[config.mk]
export PLATFORM = sky130hd
export DESIGN_NAME = jack_detect_ctrl
export DESIGN_NICKNAME = d
export VERILOG_FILES = /design/src/rtl/jd_pkg.sv /design/src/rtl/jd_level_decode.sv /design/src/rtl/jd_debounce.sv /design/src/rtl/jd_event_fsm.sv /design/src/rtl/jack_detect_ctrl.sv
export SDC_FILE = /design/constraint.sdc
export NUM_CORES = 1
export LEC_CHECK = 0
export BUFFER_PORTS_ARGS = -buffer_cell sky130_fd_sc_hd__buf_2
export CORE_ASPECT_RATIO = 0.75
export CORE_MARGIN = 2
export CORE_UTILIZATION = 46
export DETAILED_ROUTE_END_ITERATION = 16
export PLACE_DENSITY = 0.66
export SKIP_CTS_REPAIR_TIMING = 1
export SLEW_MARGIN = 20
export SYNTH_ARGS = -nofsm -noshare
export SYNTH_HDL_FRONTEND = slang
export SYNTH_HIERARCHICAL = 1
export SYNTH_SLANG_ARGS = --single-unit
[constraint.sdc]
create_clock -name clk -period 4.32 [get_ports clk]
set_input_delay 0.864 -clock clk [delete_from_list [all_inputs] [get_ports clk]]
set_output_delay 0.864 -clock clk [all_outputs]
set_load 0.02 [all_outputs]
[src/rtl/jd_pkg.sv]
package jd_pkg;
    typedef enum logic [1:0] {
        LVL_LOW  = 2'b00,
        LVL_MID  = 2'b01,
        LVL_HIGH = 2'b10
    } level_e;

    typedef enum logic [2:0] {
        EV_NONE       = 3'd0,
        EV_INS_MIC    = 3'd1,
        EV_INS_STEREO = 3'd2,
        EV_BUTTON     = 3'd3,
        EV_REMOVE     = 3'd4
    } event_e;
endpackage

[src/rtl/jd_level_decode.sv]
module jd_level_decode
    import jd_pkg::*;
(
    input  logic   above_hi,
    input  logic   below_lo,
    output level_e lvl
);
    // Upper comparator has priority
    always_comb begin
        if (above_hi)      lvl = LVL_HIGH;
        else if (below_lo) lvl = LVL_LOW;
        else               lvl = LVL_MID;
    end
endmodule

[src/rtl/jd_debounce.sv]
module jd_debounce
    import jd_pkg::*;
#(
    parameter int unsigned DEB_T0 = 25,
    parameter int unsigned DEB_T1 = 50,
    parameter int unsigned DEB_T2 = 100,
    parameter int unsigned DEB_T3 = 200
) (
    input  logic       clk,
    input  logic       rst_n,
    input  logic       enable,
    input  logic       tick,
    input  logic [1:0] sel,
    input  level_e     raw,
    output level_e     stable,
    output level_e     cand,
    output logic       accept
);
    localparam int unsigned MAX01  = (DEB_T0 > DEB_T1) ? DEB_T0 : DEB_T1;
    localparam int unsigned MAX23  = (DEB_T2 > DEB_T3) ? DEB_T2 : DEB_T3;
    localparam int unsigned DEB_MX = (MAX01 > MAX23) ? MAX01 : MAX23;
    localparam int unsigned CNT_W  = $clog2(DEB_MX + 1);

    typedef enum logic {DB_SETTLED, DB_TIMING} db_state_e;

    db_state_e        st_q, st_d;
    level_e           cand_q, cand_d;
    level_e           stable_q, stable_d;
    logic [CNT_W-1:0] cnt_q, cnt_d;
    logic [CNT_W-1:0] lim;
    logic             acc;

    always_comb begin
        unique case (sel)
            2'b00: lim = CNT_W'(DEB_T0);
            2'b01: lim = CNT_W'(DEB_T1);
            2'b10: lim = CNT_W'(DEB_T2);
            2'b11: lim = CNT_W'(DEB_T3);
        endcase
    end

    // Next-state logic
    always_comb begin
        st_d     = st_q;
        cand_d   = cand_q;
        stable_d = stable_q;
        cnt_d    = cnt_q;
        acc      = 1'b0;
        unique case (st_q)
            DB_SETTLED: begin
                if (raw != stable_q) begin          // start
                    st_d   = DB_TIMING;
                    cand_d = raw;
                    cnt_d  = '0;
                end
            end
            DB_TIMING: begin
                if (raw == stable_q) begin          // cancel
                    st_d  = DB_SETTLED;
                    cnt_d = '0;
                end else if (raw != cand_q) begin   // restart
                    cand_d = raw;
                    cnt_d  = '0;
                end else if (tick) begin
                    if (cnt_q == lim - CNT_W'(1)) begin  // accept
                        acc      = 1'b1;
                        stable_d = cand_q;
                        st_d     = DB_SETTLED;
                        cnt_d    = '0;
                    end else begin
                        cnt_d = cnt_q + CNT_W'(1);
                    end
                end
            end
        endcase
    end

    // State register
    always_ff @(posedge clk or negedge rst_n) begin
        if (!rst_n) begin
            st_q     <= DB_SETTLED;
            cand_q   <= LVL_HIGH;
            stable_q <= LVL_HIGH;
            cnt_q    <= '0;
        end else if (!enable) begin
            st_q     <= DB_SETTLED;
            cand_q   <= LVL_HIGH;
            stable_q <= LVL_HIGH;
            cnt_q    <= '0;
        end else begin
            st_q     <= st_d;
            cand_q   <= cand_d;
            stable_q <= stable_d;
            cnt_q    <= cnt_d;
        end
    end

    assign stable = stable_q;
    assign cand   = cand_q;
    assign accept = acc & enable;

    assert_status_legal_R1: assert property (@(posedge clk) disable iff (!rst_n)
        stable_q != 2'b11);

    assert_update_on_tick_R3: assert property (@(posedge clk) disable iff (!rst_n)
        ($past(enable) && stable_q != $past(stable_q)) |-> $past(tick));

    assert_disabled_idle_R4: assert property (@(posedge clk) disable iff (!rst_n)
        !$past(enable) |-> (stable_q == LVL_HIGH && st_q == DB_SETTLED));
endmodule

[src/rtl/jd_event_fsm.sv]
module jd_event_fsm
    import jd_pkg::*;
(
    input  logic       clk,
    input  logic       rst_n,
    input  logic       enable,
    input  logic       accept,
    input  level_e     new_lvl,
    output logic       evt_valid,
    output logic [2:0] evt_code
);
    typedef enum logic [1:0] {
        EV_S_EMPTY,
        EV_S_MIC,
        EV_S_BTN_DOWN,
        EV_S_STEREO
    } ev_state_e;

    ev_state_e st_q, st_d;
    event_e    ev_d;
    event_e    ev_q;
    logic      vld_q;

    // Next-state and event decode
    always_comb begin
        st_d = st_q;
        ev_d = EV_NONE;
        if (accept) begin
            if (new_lvl == LVL_HIGH) begin
                st_d = EV_S_EMPTY;
                ev_d = EV_REMOVE;
            end else begin
                unique case (st_q)
                    EV_S_EMPTY: begin
                        if (new_lvl == LVL_MID) begin
                            st_d = EV_S_MIC;
                            ev_d = EV_INS_MIC;
                        end else begin
                            st_d = EV_S_STEREO;
                            ev_d = EV_INS_STEREO;
                        end
                    end
                    EV_S_MIC: begin
                        if (new_lvl == LVL_LOW) st_d = EV_S_BTN_DOWN;
                    end
                    EV_S_BTN_DOWN: begin
                        if (new_lvl == LVL_MID) begin
                            st_d = EV_S_MIC;
                            ev_d = EV_BUTTON;
                        end
                    end
                    EV_S_STEREO: begin
                        if (new_lvl == LVL_MID) st_d = EV_S_MIC;
                    end
                endcase
            end
        end
    end

    // State register
    always_ff @(posedge clk or negedge rst_n) begin
        if (!rst_n)       st_q <= EV_S_EMPTY;
        else if (!enable) st_q <= EV_S_EMPTY;
        else              st_q <= st_d;
    end

    // Output register
    always_ff @(posedge clk or negedge rst_n) begin
        if (!rst_n) begin
            vld_q <= 1'b0;
            ev_q  <= EV_NONE;
        end else if (!enable) begin
            vld_q <= 1'b0;
            ev_q  <= EV_NONE;
        end else begin
            vld_q <= (ev_d != EV_NONE);
            ev_q  <= ev_d;
        end
    end

    assign evt_valid = vld_q;
    assign evt_code  = ev_q;

    assert_event_code_R10: assert property (@(posedge clk) disable iff (!rst_n)
        vld_q |-> ev_q != EV_NONE);

    assert_event_single_R10: assert property (@(posedge clk) disable iff (!rst_n)
        vld_q |=> !vld_q);

    assert_removal_empties_R9: assert property (@(posedge clk) disable iff (!rst_n)
        (vld_q && ev_q == EV_REMOVE) |-> st_q == EV_S_EMPTY);
endmodule

[src/rtl/jack_detect_ctrl.sv]
module jack_detect_ctrl
    import jd_pkg::*;
#(
    parameter int unsigned DEB_T0 = 25,
    parameter int unsigned DEB_T1 = 50,
    parameter int unsigned DEB_T2 = 100,
    parameter int unsigned DEB_T3 = 200
) (
    input  logic       clk,
    input  logic       rst_n,
    input  logic       det_enable,
    input  logic       ms_tick,
    input  logic [1:0] deb_sel,
    input  logic       above_hi,
    input  logic       below_lo,
    input  logic       status_clr,
    output logic [1:0] sense_status,
    output logic       change_flag,
    output logic       irq_n,
    output logic       evt_valid,
    output logic [2:0] evt_code
);
    level_e raw_lvl;
    level_e stable_lvl;
    level_e cand_lvl;
    logic   accept;
    logic   flag_q;

    jd_level_decode u_dec (
        .above_hi (above_hi),
        .below_lo (below_lo),
        .lvl      (raw_lvl)
    );

    jd_debounce #(
        .DEB_T0 (DEB_T0),
        .DEB_T1 (DEB_T1),
        .DEB_T2 (DEB_T2),
        .DEB_T3 (DEB_T3)
    ) u_deb (
        .clk    (clk),
        .rst_n  (rst_n),
        .enable (det_enable),
        .tick   (ms_tick),
        .sel    (deb_sel),
        .raw    (raw_lvl),
        .stable (stable_lvl),
        .cand   (cand_lvl),
        .accept (accept)
    );

    jd_event_fsm u_evt (
        .clk       (clk),
        .rst_n     (rst_n),
        .enable    (det_enable),
        .accept    (accept),
        .new_lvl   (cand_lvl),
        .evt_valid (evt_valid),
        .evt_code  (evt_code)
    );

    // Sticky change flag: a new change beats a coincident clear
    always_ff @(posedge clk or negedge rst_n) begin
        if (!rst_n)          flag_q <= 1'b0;
        else if (!det_enable) flag_q <= 1'b0;
        else if (accept)     flag_q <= 1'b1;
        else if (status_clr) flag_q <= 1'b0;
    end

    assign sense_status = stable_lvl;
    assign change_flag  = flag_q;
    assign irq_n        = ~flag_q;

    assert_flag_on_accept_R5: assert property (@(posedge clk) disable iff (!rst_n)
        ($past(det_enable) && $past(accept)) |-> (change_flag && !irq_n));

    assert_clear_R6: assert property (@(posedge clk) disable iff (!rst_n)
        ($past(status_clr) && !$past(accept)) |-> !change_flag);

    assert_flag_rise_with_change_R5: assert property (@(posedge clk) disable iff (!rst_n)
        $rose(change_flag) |-> sense_status != $past(sense_status));

    assert_event_with_change_R10: assert property (@(posedge clk) disable iff (!rst_n)
        evt_valid |-> sense_status != $past(sense_status));
endmodule

; After elaboration in Yosys (flattened, before gate mapping)
; Cells that the tools add are included.
[totals]
ff_bits = 20
in_bits = 9
wordCells = 97
[op_classes]
bitwise_logic = 3
n_addsub = 2
n_reduce_logical = 9
n_mux = 50
n_eq_ne = 25
[op_table]
columns = cell, n
row1 = $mux W8, 6
row2 = $mux W2, 19
row3 = $pmux W8 S4, 1
row4 = $mux W1, 16
row5 = $pmux W8 S2, 1
row6 = $eq A2 B2 Y1 const B, 5
row7 = $mux W3, 3
row8 = $add A8 B1 Y8 const B, 1
row9 = $eq A8 B8 Y1, 1
row10 = $ne A2 B1 Y1 const B, 4
row11 = $ne A4 B2 Y1 const B, 2
row12 = $sub A8 B1 Y8 const B, 1
row13 = $eq A2 B1 Y1 const B, 3
row14 = $logic_not A2 Y1, 3
row15 = $ne A3 B3 Y1 const B, 2
row16 = $pmux W2 S3, 1
row17 = $pmux W3 S2, 1
row18 = $reduce_and A3 Y1, 2
row19 = $ne A5 B5 Y1 const B, 1
row20 = $reduce_and A5 Y1, 1
row21 = $ne A2 B2 Y1, 2
row22 = $ne A2 B2 Y1 const B, 2
row23 = $pmux W2 S2, 1
row24 = $ne A3 B1 Y1 const B, 1
row25 = other kinds (8), 9

; Longest topological paths before layout
[depth]
depth_word = 13
ltp_mapped = 9
depth_no_buf = 9

; Cells and area by module
; Netlist, hierarchy kept.
[modules_own_cells]
columns = module, instances, area_each_um2, seq_area_each_um2, cells_per_inst
row1 = jd_debounce, 1, 943.4, 327.8, 106
row2 = jd_event_fsm, 1, 326.6, 150.1, 32
row3 = jack_detect_ctrl, 1, 42.5, 25.0, 4
row4 = jd_level_decode, 1, 11.3, 0.0, 2

; Worst setup path after synthesis
; OpenSTA, ideal clock, no wires.
[synth_path]
path_type = input to register
startpoint = in deb_sel[0]
endpoint = reg u_evt.st_q[1]
path_stages = 9
setup_ps = 65
path_slack_ps = 1342
arrival_time_ps = 2914
n_path_buf = 0
cell_sequence = inv_1 -> ha_1 -> xnor2_1 -> nand4_1 -> or4_2 -> nor2_1 -> inv_1 -> a2111oi_2 -> o21a_1
[synth_via]
elab_chain_cells = 12
word_cells_on_any_way = 15
cone_classes = add/sub (1) / eq/ne (5) / mux (6) / bitwise (1) / reduce/logical (2)
[synth_lines]
columns = item, line
row1 = from (decl), jack_detect_ctrl.sv:13  ; input logic [1:0] deb_sel,
row2 = "$eq A2 B2 Y1, or another cell as far along", jd_debounce.sv:34  ; unique case (sel)
row3 = $pmux W8 S4 (*), jd_debounce.sv:34
row4 = $sub A8 B1 Y8 (*), jd_debounce.sv:65  ; if (cnt_q == lim - CNT_W'(1)) begin
row5 = $eq A8 B8 Y1 (*), jd_debounce.sv:65
row6 = $mux W1 (*), jd_debounce.sv:65
row7 = $mux W1 (*), jd_debounce.sv:64  ; end else if (tick) begin
row8 = $mux W1 (*), jd_debounce.sv:61  ; end else if (raw != cand_q) begin
row9 = $mux W1 (*), jd_debounce.sv:58  ; if (raw == stable_q) begin
row10 = $mux W1 (*), jd_debounce.sv:49  ; unique case (st_q)
row11 = $and A1 B1 Y1 (*), jd_debounce.sv:100  ; assign accept = acc & enable;
row12 = named net accept, jack_detect_ctrl.sv:26  ; logic accept;
row13 = $ne A2 B1 Y1 (no source line) (*), --
row14 = $reduce_and A3 Y1 (no source line) (*), --
row15 = to (signal assigned), jd_event_fsm.sv:64  ; else st_q <= st_d;
row16 = to (decl), jd_event_fsm.sv:19  ; ev_state_e st_q, st_d;
; The timed path passes the listed nets; every way through them passes the cells marked *.
; A chain may end at the register's enable or synchronous reset.

; Final worst setup path
; Same ends and word-level chain as after synthesis.

==> reports/qor.csv <==
metric;value;unit
CTS tree;done;
placed cell count;192;
1st-iter DRT viols;69;
final setup vio count;0;
Critical R2R Capture;u_evt/st_q[1];
clock skew;3.65;ps
setup slack, reg-to-reg;1710;ps
startpoint types;primary input;
fin nets;180;
setup TNS;0;ps
Clock Pin Slew Worst Setup and Hold Paths;80;ps
top post-synthesis cells by count;18 x dfrtp_1, 12 x inv_1, 11 x nand2_1;
Critical Path AT;3360;ps
gr ovfl total;0;
dominant cell by count in the synthesized netlist;dfrtp_1;
mean post-synth cell area;9.19;µm²
clk root buf;clkbuf_8;
cell family with most CP delay;simple AND/OR/NAND/NOR gates;
antenna violations before repair;0;
DP HPWL;2140;µm
Die Wd;65.9;µm
Relative slew margins;60.2;%
Routed WL per cell;14.7;µm
fillers;262;
# DRC;0;
Via Count;1102;
fmax;317;MHz
switch share;22.6;%
Reg2Reg Depth;7;
critical path peak fanout;6;
dominant synthesized flop cell;dfrtp_1;
VDD IR max;0.224;mV
Tot GR Track Use;19.0;%
share of the synthesized area in the top cell type;34.0;%
crit path cell chain;buf_2 > inv_1 > ha_1 > nor3_1 > o22ai_1 > or4_2 > nor2_1 > inv_1 > a2111oi_2 > o21a_1;
Die Ht;50.5;µm
crit path from;deb_sel[0];
worst min path class;reg2reg;
CTS buffer count;3;
number of synthesized register bits;20;
Max stage delay on crit path;720;ps
antenna-violating nets left;0;
CTS sink cnt;20;
synth unique cells;42;
post-synthesis xor/xnor area fraction;6.62;%
final std cells w/o fill;196;
combinational cell fraction of total power;10.8;%
LEAKAGE;0.673;nW
Worst setup endpoint;u_evt/st_q[1];
r2r startpoint;u_deb/cnt_q[4];
top cells by area, synth;dfrtp_1 34%, ha_1 9.5%, dfstp_2 4.0%;
vias in the first global route;1024;
Synth Area in Compound Gates;18.7;%
WS Path Type;in2reg;
Seq pwr share;45.2;%
Initial DRT Pass Iterations;4;
Synth Warn #;6;
H-tree depth;1;
# diodes;0;
max-capacitance violation count;0;
Cell Pwr Density;286;nW/µm²
sequential area share after synthesis;38.0;%
area delta synth->final;12.8;%
Clk network pwr share;44.0;%
Int Power;0.330;mW
slowest CP cell;or4_2;
asr flop ratio synth;100;%
adder-cell share of the synthesized area;9.45;%
total routed wirelength;2890;µm
Core ar.;2680;µm²
reported net switching power;0.0962;mW
RSZ-0062 raised after global routing;false;
cell count along the critical path;10;
die area;3330;µm²
routability cong.;0.882;
Final Max Tran Viols;0;
Critical Path RT;4520;ps
status;finished clean;
Synth area leader;dfrtp_1;
# IOs;17;
number of synthesized flops with an enable pin;0;
period utilization;73.0;%
main combinational cell family by area after synthesis;simple AND/OR/NAND/NOR gates;
Period minus WS final;3150;ps
final hold violation count;0;
Core Rows;16;
Vias/cell;5.62;
Initial Util;49.3;%
buffer and inverter count on the worst path;3;
worst slew pin tran;596;ps
# port buffers;16;
Worst-Skew Late Latency;260;ps
Synth Net Count;163;
Gate Count Post-Synth;144;
most frequent cell on the critical path;inv_1;
fin util;55.6;%
Simple-Gate Fraction of Synth Area;21.7;%
multiplexer share of the synthesized area;0;%
clk buf depth;2;
CP Capture Type;flip-flop;
synthesized area;1320;µm²
largest net degree at the start of global routing;21;
share of cells above drive strength 1;16.9;%
first-pass GRT wire length;4780;µm
worst min-delay path by stage:
stage / startpoint / cells after the start / slack (ps) / end
floorplan: u_deb/cand[1] / 2 / 490 / u_deb/cand[1]
global placement: u_deb/cand[1] / 2 / 530 / u_deb/cand[1]
detailed placement: u_deb/cand[1] / 2 / 530 / u_deb/cand[1]
CTS: u_deb/cand[1] / 2 / 540 / u_deb/cand[1]
global route: u_deb/cand[1] / 2 / 560 / u_deb/cand[1]
finish: u_deb/cand[1] / 2 / 530 / u_deb/cand[1]
state kept, by name (all words and copies together) (netlist names):
signal and flops:
change_flag 1, u_deb/stable 2, u_deb/st_q 1, u_deb/cnt_q 8, u_evt/st_q 2, u_deb/cand 2
u_evt/evt_valid 1, u_evt/evt_code 3
power by group through the flow:
stage / clock (mW) / sequential (mW) / combinational [mW]
floorplan: 0 / 0.195 / 0.0306
global placement: 0 / 0.196 / 0.0435
detailed placement: 0 / 0.196 / 0.0454
CTS: 0.193 / 0.193 / 0.0456
global route: 0.201 / 0.193 / 0.0510
finish: 0.188 / 0.193 / 0.0461
metrics by stage:
stage / worst slack, ps / cell area (µm²) / hold WS (ps) / power (mW)
after global routing: 994 / 1490 / 559 / 0.446
after detailed placement: 904 / 1420 / 526 / 0.242
final: 1170 / 1490 / 531 / 0.427
after floorplan: 1340 / 1320 / 494 / 0.226
after global placement: 1090 / 1420 / 531 / 0.240
after CTS: 1190 / 1490 / 537 / 0.431
worst min-delay path: stages (launching register included):
cell	delay [ps]
dfstp_2	400
nand2_1	60
nand3_1	70
final cells by class:
type	instances	area, µm²	area share, %
multi-input combinational	108	748	50.1
sequential	20	503	33.7
timing repair buffer	16	80.1	5.36
inverter	12	45.0	3.02
tap	36	45.0	3.02
clock buffer	3	41.3	2.77
clock inverter	1	30.0	2.01
metal layers:
layer,part of all wire [%],track usage (%),vias up
met1,53,28.4,522
met4,0.45,5.44,0
li1,-,-,546
met2,42,27.3,32
met5,0,0,-
met3,4.5,4.71,2
logic make-up after synthesis:
family / count (synthesis)
AO/OA/AOI/OAI: 36
AND/OR/NAND/NOR: 52
adder cells (fa/ha/maj): 10
buffers and inverters: 16
flip-flops: 20
XOR/XNOR: 10
placed cells by master, fill, tap and decap left out, types with 2 or more instances in the layout:
| cell type | instances |
|---|---|
| dfrtp_1 | 18 |
| buf_2 | 16 |
| inv_1 | 12 |
| nand2_1 | 11 |
| ha_1 | 10 |
| o21ai_0 | 7 |
| nand3_1 | 7 |
| xnor2_1 | 6 |
| a21oi_1 | 6 |
| o21a_1 | 4 |
| xor2_1 | 4 |
| nor2_1 | 4 |
| nand2b_1 | 4 |
| nor2b_1 | 3 |
| clkbuf_8 | 3 |
| a31oi_1 | 3 |
| nor3_1 | 3 |
| o22ai_1 | 3 |
| nand4_1 | 3 |
| and3_1 | 3 |
| and2_1 | 3 |
| a32oi_1 | 3 |
| o31ai_1 | 3 |
| nor3b_1 | 2 |
| nor4_1 | 2 |
| dfstp_2 | 2 |
(Power assumes the default switching activity.)
